### config.mk
export PLATFORM = sky130hd
export DESIGN_NAME = ts_ring_writer
export DESIGN_NICKNAME = d
export VERILOG_FILES = /design/src/rtl/ts_ring_pkg.sv /design/src/rtl/ts_ring_regs.sv /design/src/rtl/ts_ring_packer.sv /design/src/rtl/ts_ring_addr.sv /design/src/rtl/ts_ring_irq.sv /design/src/rtl/ts_ring_writer.sv
export SDC_FILE = /design/constraint.sdc
export NUM_CORES = 1
export LEC_CHECK = 0
export ABC_AREA = 1
export BUFFER_PORTS_ARGS = -buffer_cell sky130_fd_sc_hd__buf_2
export CORE_ASPECT_RATIO = 0.7
export CORE_UTILIZATION = 40
export CTS_CLUSTER_DIAMETER = 60
export DETAILED_ROUTE_END_ITERATION = 16
export PLACE_DENSITY = 0.56
export SLEW_MARGIN = 25
export SYNTH_ARGS = -nofsm -noshare
export SYNTH_HDL_FRONTEND = slang
export SYNTH_HIERARCHICAL = 1
export SYNTH_SLANG_ARGS = --single-unit
### constraint.sdc
create_clock -name clk -period 2.9 [get_ports clk]
set_clock_uncertainty 0.15 [all_clocks]
set_input_delay 0.58 -clock clk [delete_from_list [all_inputs] [get_ports clk]]
set_output_delay 0.58 -clock clk [all_outputs]
set_load 0.005 [all_outputs]
### src/rtl/ts_ring_pkg.sv
package ts_ring_pkg;

    localparam int REG_AW = 4;

    typedef enum logic [0:0] {
        ST_HUNT = 1'b0,
        ST_PACK = 1'b1
    } cap_state_e;

    localparam logic [REG_AW-1:0] RI_CTRL    = 4'd0;
    localparam logic [REG_AW-1:0] RI_BASE    = 4'd1;
    localparam logic [REG_AW-1:0] RI_RINGLEN = 4'd2;
    localparam logic [REG_AW-1:0] RI_PKTLEN  = 4'd3;
    localparam logic [REG_AW-1:0] RI_GROUP   = 4'd4;
    localparam logic [REG_AW-1:0] RI_WPTR    = 4'd5;
    localparam logic [REG_AW-1:0] RI_STATUS  = 4'd6;
    localparam logic [REG_AW-1:0] RI_MASK    = 4'd7;
    localparam logic [REG_AW-1:0] RI_RESTART = 4'd8;

endpackage

### src/rtl/ts_ring_regs.sv
module ts_ring_regs
    import ts_ring_pkg::*;
#(
    parameter int ADDR_W   = 32,
    parameter int LEN_W    = 24,
    parameter int CNT_W    = 16,
    parameter int RING_RST = 120320,
    parameter int PKT_RST  = 188,
    parameter int GRP_RST  = 47
) (
    input  logic              clk,
    input  logic              rst_n,
    input  logic              reg_we,
    input  logic [REG_AW-1:0] reg_addr,
    input  logic [31:0]       reg_wdata,
    output logic [31:0]       reg_rdata,
    input  logic [ADDR_W-1:0] wptr,
    input  logic              status,
    output logic              en,
    output logic              mask,
    output logic [ADDR_W-1:0] base,
    output logic [LEN_W-1:0]  ring_len,
    output logic [CNT_W-1:0]  pkt_len,
    output logic [CNT_W-1:0]  group_cnt,
    output logic              restart,
    output logic              status_clr
);

    logic hit_ctrl, hit_base, hit_ring, hit_pkt, hit_grp, hit_mask;

    always_comb begin
        hit_ctrl   = reg_we && (reg_addr == RI_CTRL);
        hit_base   = reg_we && (reg_addr == RI_BASE);
        hit_ring   = reg_we && (reg_addr == RI_RINGLEN);
        hit_pkt    = reg_we && (reg_addr == RI_PKTLEN);
        hit_grp    = reg_we && (reg_addr == RI_GROUP);
        hit_mask   = reg_we && (reg_addr == RI_MASK);
        restart    = reg_we && (reg_addr == RI_RESTART) && reg_wdata[0];
        status_clr = reg_we && (reg_addr == RI_STATUS) && reg_wdata[0];
    end

    always_ff @(posedge clk or negedge rst_n) begin
        if (!rst_n) begin
            en        <= 1'b0;
            mask      <= 1'b0;
            base      <= '0;
            ring_len  <= LEN_W'(RING_RST);
            pkt_len   <= CNT_W'(PKT_RST);
            group_cnt <= CNT_W'(GRP_RST);
        end else begin
            if (hit_ctrl) en        <= reg_wdata[0];
            if (hit_mask) mask      <= reg_wdata[0];
            if (hit_base) base      <= reg_wdata[ADDR_W-1:0];
            if (hit_ring) ring_len  <= reg_wdata[LEN_W-1:0];
            if (hit_pkt)  pkt_len   <= reg_wdata[CNT_W-1:0];
            if (hit_grp)  group_cnt <= reg_wdata[CNT_W-1:0];
        end
    end

    always_comb begin
        case (reg_addr)
            RI_CTRL:    reg_rdata = {31'd0, en};
            RI_BASE:    reg_rdata = 32'(base);
            RI_RINGLEN: reg_rdata = 32'(ring_len);
            RI_PKTLEN:  reg_rdata = 32'(pkt_len);
            RI_GROUP:   reg_rdata = 32'(group_cnt);
            RI_WPTR:    reg_rdata = 32'(wptr);
            RI_STATUS:  reg_rdata = {31'd0, status};
            RI_MASK:    reg_rdata = {31'd0, mask};
            default:    reg_rdata = 32'd0;
        endcase
    end

endmodule

### src/rtl/ts_ring_packer.sv
module ts_ring_packer
    import ts_ring_pkg::*;
#(
    parameter int CNT_W = 16
) (
    input  logic             clk,
    input  logic             rst_n,
    input  logic             en,
    input  logic             restart,
    input  logic [CNT_W-1:0] pkt_len,
    input  logic             ts_valid,
    input  logic             ts_start,
    input  logic [7:0]       ts_data,
    output logic             word_valid,
    output logic [31:0]      word_data,
    output logic             pkt_done
);

    cap_state_e       state_q, state_d;
    logic [CNT_W-1:0] byte_cnt_q, count_now;
    logic [1:0]       lane_q;
    logic [31:0]      hold_q;
    logic             accept;

    always_comb begin
        accept    = en && !restart && ts_valid && (ts_start || (state_q == ST_PACK));
        count_now = ts_start ? CNT_W'(1) : byte_cnt_q + CNT_W'(1);
        pkt_done  = accept && (count_now == pkt_len);
    end

    always_comb begin
        state_d = state_q;
        unique case (state_q)
            ST_HUNT: if (accept && !pkt_done) state_d = ST_PACK;
            ST_PACK: if (accept && pkt_done)  state_d = ST_HUNT;
        endcase
        if (restart) state_d = ST_HUNT;
    end

    always_ff @(posedge clk or negedge rst_n) begin
        if (!rst_n) state_q <= ST_HUNT;
        else        state_q <= state_d;
    end

    always_comb begin
        word_data = hold_q;
        word_data[{lane_q, 3'b000} +: 8] = ts_data;
        word_valid = accept && (lane_q == 2'd3);
    end

    always_ff @(posedge clk or negedge rst_n) begin
        if (!rst_n) begin
            byte_cnt_q <= '0;
            lane_q     <= '0;
            hold_q     <= '0;
        end else if (restart) begin
            byte_cnt_q <= '0;
            lane_q     <= '0;
            hold_q     <= '0;
        end else if (accept) begin
            byte_cnt_q <= pkt_done ? '0 : count_now;
            lane_q     <= lane_q + 2'd1;
            hold_q     <= (lane_q == 2'd3) ? 32'd0 : word_data;
        end
    end

endmodule

### src/rtl/ts_ring_addr.sv
module ts_ring_addr #(
    parameter int ADDR_W = 32,
    parameter int LEN_W  = 24
) (
    input  logic              clk,
    input  logic              rst_n,
    input  logic              restart,
    input  logic [ADDR_W-1:0] base,
    input  logic [LEN_W-1:0]  ring_len,
    input  logic              word_valid,
    input  logic [31:0]       word_data,
    output logic [ADDR_W-1:0] wptr,
    output logic              mem_we,
    output logic [ADDR_W-1:0] mem_addr,
    output logic [31:0]       mem_wdata
);

    logic [LEN_W-1:0] off_q;
    logic [LEN_W:0]   step;
    logic             wrap;

    always_comb begin
        step = {1'b0, off_q} + (LEN_W+1)'(4);
        wrap = step >= {1'b0, ring_len};
        wptr = base + ADDR_W'(off_q);
    end

    always_ff @(posedge clk or negedge rst_n) begin
        if (!rst_n) begin
            off_q     <= '0;
            mem_we    <= 1'b0;
            mem_addr  <= '0;
            mem_wdata <= '0;
        end else begin
            mem_we <= word_valid;
            if (restart) begin
                off_q <= '0;
            end else if (word_valid) begin
                mem_addr  <= wptr;
                mem_wdata <= word_data;
                off_q     <= wrap ? '0 : step[LEN_W-1:0];
            end
        end
    end

endmodule

### src/rtl/ts_ring_irq.sv
module ts_ring_irq #(
    parameter int CNT_W = 16
) (
    input  logic             clk,
    input  logic             rst_n,
    input  logic             restart,
    input  logic             pkt_done,
    input  logic [CNT_W-1:0] group_cnt,
    input  logic             status_clr,
    output logic             status
);

    logic [CNT_W-1:0] pkt_cnt_q, pkt_next;
    logic             group_hit;

    always_comb begin
        pkt_next  = pkt_cnt_q + CNT_W'(1);
        group_hit = pkt_done && (pkt_next >= group_cnt);
    end

    always_ff @(posedge clk or negedge rst_n) begin
        if (!rst_n) begin
            pkt_cnt_q <= '0;
            status    <= 1'b0;
        end else begin
            if (restart)        pkt_cnt_q <= '0;
            else if (group_hit) pkt_cnt_q <= '0;
            else if (pkt_done)  pkt_cnt_q <= pkt_next;

            if (group_hit)       status <= 1'b1;
            else if (status_clr) status <= 1'b0;
        end
    end

endmodule

### src/rtl/ts_ring_writer.sv
module ts_ring_writer
    import ts_ring_pkg::*;
#(
    parameter int ADDR_W   = 32,
    parameter int LEN_W    = 24,
    parameter int CNT_W    = 16,
    parameter int RING_RST = 120320,
    parameter int PKT_RST  = 188,
    parameter int GRP_RST  = 47
) (
    input  logic              clk,
    input  logic              rst_n,
    input  logic              reg_we,
    input  logic [REG_AW-1:0] reg_addr,
    input  logic [31:0]       reg_wdata,
    output logic [31:0]       reg_rdata,
    input  logic              ts_valid,
    input  logic              ts_start,
    input  logic [7:0]        ts_data,
    output logic              mem_we,
    output logic [ADDR_W-1:0] mem_addr,
    output logic [31:0]       mem_wdata,
    output logic              irq
);

    logic              en, mask, restart, status_clr, status;
    logic [ADDR_W-1:0] base, wptr;
    logic [LEN_W-1:0]  ring_len;
    logic [CNT_W-1:0]  pkt_len, group_cnt;
    logic              word_valid, pkt_done;
    logic [31:0]       word_data;

    ts_ring_regs #(
        .ADDR_W(ADDR_W), .LEN_W(LEN_W), .CNT_W(CNT_W),
        .RING_RST(RING_RST), .PKT_RST(PKT_RST), .GRP_RST(GRP_RST)
    ) u_regs (
        .clk(clk), .rst_n(rst_n), .reg_we(reg_we), .reg_addr(reg_addr),
        .reg_wdata(reg_wdata), .reg_rdata(reg_rdata), .wptr(wptr),
        .status(status), .en(en), .mask(mask), .base(base),
        .ring_len(ring_len), .pkt_len(pkt_len), .group_cnt(group_cnt),
        .restart(restart), .status_clr(status_clr)
    );

    ts_ring_packer #(.CNT_W(CNT_W)) u_pack (
        .clk(clk), .rst_n(rst_n), .en(en), .restart(restart),
        .pkt_len(pkt_len), .ts_valid(ts_valid), .ts_start(ts_start),
        .ts_data(ts_data), .word_valid(word_valid), .word_data(word_data),
        .pkt_done(pkt_done)
    );

    ts_ring_addr #(.ADDR_W(ADDR_W), .LEN_W(LEN_W)) u_addr (
        .clk(clk), .rst_n(rst_n), .restart(restart), .base(base),
        .ring_len(ring_len), .word_valid(word_valid), .word_data(word_data),
        .wptr(wptr), .mem_we(mem_we), .mem_addr(mem_addr),
        .mem_wdata(mem_wdata)
    );

    ts_ring_irq #(.CNT_W(CNT_W)) u_irq (
        .clk(clk), .rst_n(rst_n), .restart(restart), .pkt_done(pkt_done),
        .group_cnt(group_cnt), .status_clr(status_clr), .status(status)
    );

    assign irq = status && mask && en;

endmodule

# --- Word-level counts from Yosys, hierarchy flattened ---
# Index checks and enable logic that the tools add are counted.
totals:
  reg_bits: 247
  output_inout_bits: 98
  wordCells: 90
classes:
  eq_ne: 10
  muxes: 23
  n_reduce_logical: 29
  n_addsub: 6
  shifts: 2
  bitwise: 2
  n_lt_le_gt_ge: 2
op_table:
  columns: ["operator", "count"]
  rows:
  - ["case mux 32 bit (8 select lines)", 1]
  - ["two-way mux 16 bit", 7]
  - ["two-way mux 32 bit", 3]
  - ["two-way mux 24 bit", 3]
  - ["adder 16 x 1 -> 16 bit (second input constant)", 2]
  - ["adder 32 x 24 -> 32 bit", 1]
  - ["bitwise mux 32 bit", 1]
  - ["variable shift 8 x 7 -> 32 bit (first input constant)", 1]
  - ["variable part select 8 x 7 -> 32 bit", 1]
  - ["adder 24 x 3 -> 25 bit (second input constant)", 1]
  - ["greater-or-equal comparator 25 x 24 -> 1 bit", 1]
  - ["logical AND 1 bit", 20]
  - ["== test 16 bit", 1]
  - ["== test 4 x 3 -> 1 bit (second input constant)", 4]
  - ["greater-or-equal comparator 16 bit", 1]
  - ["== test 4 x 2 -> 1 bit (second input constant)", 2]
  - ["negator 5 -> 7 bit", 1]
  - ["nonzero test 2 bit", 3]
  - ["two-way mux 1 bit", 5]
  - ["== test 4 x 1 -> 1 bit (second input constant)", 1]
  - ["== test 4 bit (second input constant)", 1]
  - ["logical NOT 4 bit", 1]
  - ["two-way mux 2 bit", 2]
  - ["nonzero test 3 bit", 1]
  - ["7 further kinds", 9]

# --- Logic depth before layout (Yosys ltp) ---
logic_depth:
  ltp_word: 13
  depth_mapped: 21

# --- By module ---
# The synthesis kept the hierarchy.
modules_own_cells:
  columns: ["mod", "cells_each", "area_per_inst_um2", "seq_area_each_um2", "n_inst"]
  rows:
  - ["ts_ring_addr", 1067, 6779.0, 2177.1, 1]
  - ["ts_ring_regs", 617, 4539.4, 2272.2, 1]
  - ["ts_ring_packer", 509, 3440.8, 1276.2, 1]
  - ["ts_ring_irq", 258, 1580.3, 425.4, 1]
  - ["ts_ring_writer", 3, 13.8, 0.0, 1]

# --- Least setup slack after synthesis ---
# No wires, ideal clock.
synth_timing:
  path_kind: "input to register"
  startpoint: "input port reg_addr[1]"
  endpoint: "register u_addr.mem_addr[26]"
  slack_ns: -0.173
  cell_stages: 16
  required_ns: 2.684
  t_arrival_ns: 2.857
  cell_sequence: "nor2_2 > inv_2 > nor3_1 > inv_1 > nand3_1 > nor2_2 > clkinv_1 > clkbuf_1 > nor2_1 > inv_1 > nor2_1 > inv_2 > clkbuf_1 > clkbuf_1 > nand2_1 > nand2_1"
synth_between:
  elab_chain_len: 9
synth_rtl:
  columns: ["item", "line", "text"]
  rows:
  - ["from (decl)", "ts_ring_writer.sv:14", "input logic [REG_AW-1:0] reg_addr,"]
  - ["== test 4 bit", "ts_ring_regs.sv:38", "restart = reg_we && (reg_addr == RI_RESTART) && reg_wdata[0];"]
  - ["logical AND 1 bit (2 in series)", "ts_ring_regs.sv:38", null]
  - ["named net restart", "ts_ring_writer.sv:26", "logic en, mask, restart, status_clr, status;"]
  - ["logical NOT 1 bit", "ts_ring_packer.sv:26", "accept = en && !restart && ts_valid && (ts_start || (state_q == ST_PACK));"]
  - ["logical AND 1 bit (3 in series)", "ts_ring_packer.sv:26", null]
  - ["logical AND 1 bit", "ts_ring_packer.sv:48", "word_valid = accept && (lane_q == 2'd3);"]
  - ["named net word_valid", "ts_ring_writer.sv:30", "logic word_valid, pkt_done;"]
  - ["AND reduction 2 bit (no line)", null, null]
  - ["to (signal assigned)", "ts_ring_addr.sv:39", "mem_addr <= wptr;"]
  - ["to (decl)", "ts_ring_addr.sv:14", "output logic [ADDR_W-1:0] mem_addr,"]
# The timed path passes the listed nets, and every way through them passes these cells.
# A chain may end at the register's enable or synchronous reset.

# --- Final worst setup path ---
layout_timing:
  startpoint: "register u_addr.off_q[2]"
  endpoint: "output port reg_rdata[14]"
layout_between:
  elab_chain_len: 2
layout_rtl:
  columns: ["item", "line", "text"]
  rows:
  - ["from (decl)", "ts_ring_addr.sv:18", "logic [LEN_W-1:0] off_q;"]
  - ["from (signal assigned)", "ts_ring_addr.sv:41", "off_q <= wrap ? '0 : step[LEN_W-1:0];"]
  - ["adder 32 x 24 -> 32 bit", "ts_ring_addr.sv:25", "wptr = base + ADDR_W'(off_q);"]
  - ["named net wptr[14]", "ts_ring_writer.sv:27", "logic [ADDR_W-1:0] base, wptr;"]
  - ["case mux 32 bit (8 select lines)", "ts_ring_regs.sv:61", "case (reg_addr)"]
  - ["to (decl)", "ts_ring_writer.sv:16", "output logic [31:0] reg_rdata,"]
# The timed path passes the listed nets, and every way through them passes these cells.

==> results.yml <==
power_and_ir_drop:
  finalPower_mw: 14.0
  p_leak_nw: 11.9
  power.density_nw_per_um2: 619
  ir_drop_mv: 0.496
clock_network:
  clkLatencyLatePin_ns: 0.58
  htree_levels: 1
  clock-sinks: 245
  clock_path_buffers: 3
  clockRootBuffer: "clkbuf_16"
  cts_made_buffers: 30
  cts_tree: "built"
  worst_setup_hold_path_clk_slew_ns: 0.07
synth:
  synth_area_um2: 16400
  synthTopCellsByArea: "dfrtp_1 35%, nand2_1 21%, inv_1 8.2%, nand3_1 5.4%, ha_1 5.3%"
  synth_xor_area_share_pct: 1.39
  synth_seq_cells: 245
  yosysTopAreaCell: "dfrtp_1"
  yosys.area_share.adder_pct: 5.28
  netlist_instances: 2454
  synth_top_area_share_pct: 35.0
  synth-compound-area-share_pct: 7.41
  synth_mux_area_share_pct: 0
  synth.distinct_cells: 40
  yosys.area_share.simple_pct: 37.3
  ys_warn_count: 6
  avgSynthCellArea_um2: 6.66
  syn-num-nets: 2572
  yosysSeqAreaShare_pct: 37.6
  synth_top_family_by_area: "simple AND/OR/NAND/NOR gates"
detailed_routing:
  drc: 0
  firstDrtPassIters: 6
  drtAntennaViolNets: 0
  viasPerCell: 5.17
  wirelength_mm: 60.6
  wl_per_cell_um: 18.0
  vias: 17419
  drt_first_iter_violations: 1502
die:
  die_y_um: 171
  dieArea_um2: 41700
  start_util_pct: 40.9
  ioPinCount: 147
  core_area_um2: 40000
  rows: 61
  dieWidth_um: 244
placed_design:
  portBuffers: 146
  hpwl_mm: 43.0
  dp_worst_setup_slack_ns: -0.418
  gp_congestion: 0.986
timing:
  slew_viol_final: 0
  finalSetupViolCount: 51
  rsz0062_at_grt: "yes"
  relSlewSlack_pct: 69.1
  worst_pin_slew_ns: 0.463
  fmax_mhz: 290
  setup_ws_ns: -0.546
  min_period_ns: 3.45
  hold_violations: 0
  min_period_over_period_pct: 119
worst_setup_path:
  crit_type: "reg -> out"
  crit_path_end_kind: "output pin"
  arrival_ns: 2.72
  path_max_fanout: 4
  cp.required_ns: 2.17
  startpoint_type: "register"
job:
  maxCapViolCount: 0
outcome:
  outcome: "complete, but fails checks"
  violations: "setup timing"
final_layout:
  final_net_count: 2929
  area_growth_pct: 38.8
  layout_common_cells: "786 x nand2_1, 331 x inv_1, 223 x dfrtp_1, 201 x buf_4, 143 x nand3_1"
  final_common_cell: "nand2_1"
  final_layout_size_suffix_gt1_share_pct: 30.8
  fillers: 3847
grt:
  grt_pass1_vias: 16478
  grt_first_pass_wirelength_mm: 92.6
  grt_usage_pct: 28.3
  antenna_found_initial: 1
  grt_max_degree: 73
  grt.overflow.total: 0
hold_path:
  hold_path_class: "in -> reg"
kinds of logic (layout without fill, tap and decap cells):
kind of cell / Yosys count / in the layout
AND/OR/NAND/NOR: 1437 / 1443
other: 0 / 1
AO/OA/AOI/OAI: 225 / 225
XOR/XNOR: 26 / 26
buffers and inverters: 452 / 825
flip-flops: 245 / 245
adder cells (fa/ha/maj): 69 / 69
report_power, final:
part           switching, mW  total (mW)  internal [mW]
registers              0.709        5.06           4.35
logic                   2.80        4.81           2.01
clock network           1.62        4.18           2.56
flip-flops by register name, summed over array words and instances (netlist names), 2 cells and up:
name	flops
u_addr/off_q	22
u_regs/group_cnt	16
u_addr/mem_wdata	32
u_pack/hold_q	32
u_pack/lane_q	2
u_regs/ring_len	24
u_regs/base	32
u_irq/pkt_cnt_q	16
u_addr/mem_addr	32
u_pack/byte_cnt_q	16
u_regs/pkt_len	16
through the flow:
step | setup TNS (ns) | util (%) | cell area (um^2) | instances | hold WS (ns)
floorplan | 0 | - | 16400 | 2454 | 0.134
global placement | -11.30 | 47.0 | 18800 | 3226 | 0.301
detailed placement | -13.37 | 47.0 | 18800 | 3226 | 0.307
CTS | -11.65 | 53.9 | 21600 | 3336 | 0.0340
global route | -18.90 | 56.7 | 22700 | 3369 | 0.0553
finish | -13.38 | 56.7 | 22700 | 3369 | 0.0546
cell usage after synthesis (all sizes together):
library cell  count
o21bai           10
buf              33
or2               7
nand2           925
nand3b            6
nor3             16
nand3           187
nor2            225
inv             368
o22ai            33
a21boi            1
and2             19
xnor2             3
nor2b             1
dfrtp           229
nand4            51
o21ai           143
a21o              2
dfstp            16
a21oi            34
clkbuf           49
ha               69
xor2             23
o21a              2
clkinv            2
layer usage:
metal / part of all wire (%) / track usage, % / up-vias
met5: 0 / 0 / -
met4: 2.5 / 6.85 / 0
met3: 7.5 / 3.90 / 87
met2: 44 / 43.8 / 622
met1: 46 / 41.7 / 8332
li1: - / - / 8378
critical path: stages, from the launching register on:
cell and delay (ns):
dfrtp_1 0.41, buf_6 0.13, buf_6 0.11, ha_4 0.17, nand2_4 0.11, nand2_4 0.08, nand3_2 0.08, nand2_4 0.09
nand3_2 0.10, nand2_4 0.07, or2_4 0.25, and2_4 0.15, nand3_2 0.06, nand2_1 0.05, inv_1 0.06, nand2_2 0.07
buf_2 0.13
cell type report:
class / instances / area [um^2] / area share [%]
sequential: 245 / 6160 / 27.1
antenna: 1 / 2.50 / 0.0110
timing repair buffer: 401 / 3020 / 13.3
multi-input combinational: 1763 / 10400 / 45.6
tap: 535 / 669 / 2.95
inverter: 370 / 1390 / 6.13
clock inverter: 14 / 226 / 0.998
clock buffer: 40 / 870 / 3.83
what timing repair did:
item	CTS	global route
pin swaps	96	110
gates resized for setup	277	216
gates cloned	5	3
hold buffers	1	0
buffers inserted	50	34
setup endpoints to repair	51	69
endpoints found under the hold margin	39	0
worst paths after layout:
kind                                                        from                               end  slack [ns]  depth (start not counted)
worst max-delay path                 u_addr/off_q[2]$_DFFE_PN0P_                     reg_rdata[14]       -0.55                         16
min in group asynchronous                                  rst_n  u_addr/mem_wdata[23]$_DFFE_PN0P_        0.32                          2
worst min-delay path                               reg_wdata[26]       u_regs/base[26]$_DFFE_PN0P_        0.05                          3
worst min register to register  u_addr/mem_wdata[17]$_DFFE_PN0P_  u_addr/mem_wdata[17]$_DFFE_PN0P_        0.32                          2
max in group asynchronous                                  rst_n       u_addr/off_q[4]$_DFFE_PN0P_        1.51                          3
worst max register to register       u_addr/off_q[7]$_DFFE_PN0P_   u_addr/mem_addr[20]$_DFFE_PN0P_       -0.44                         25
Note: power is estimated with default switching activity, not from simulation.
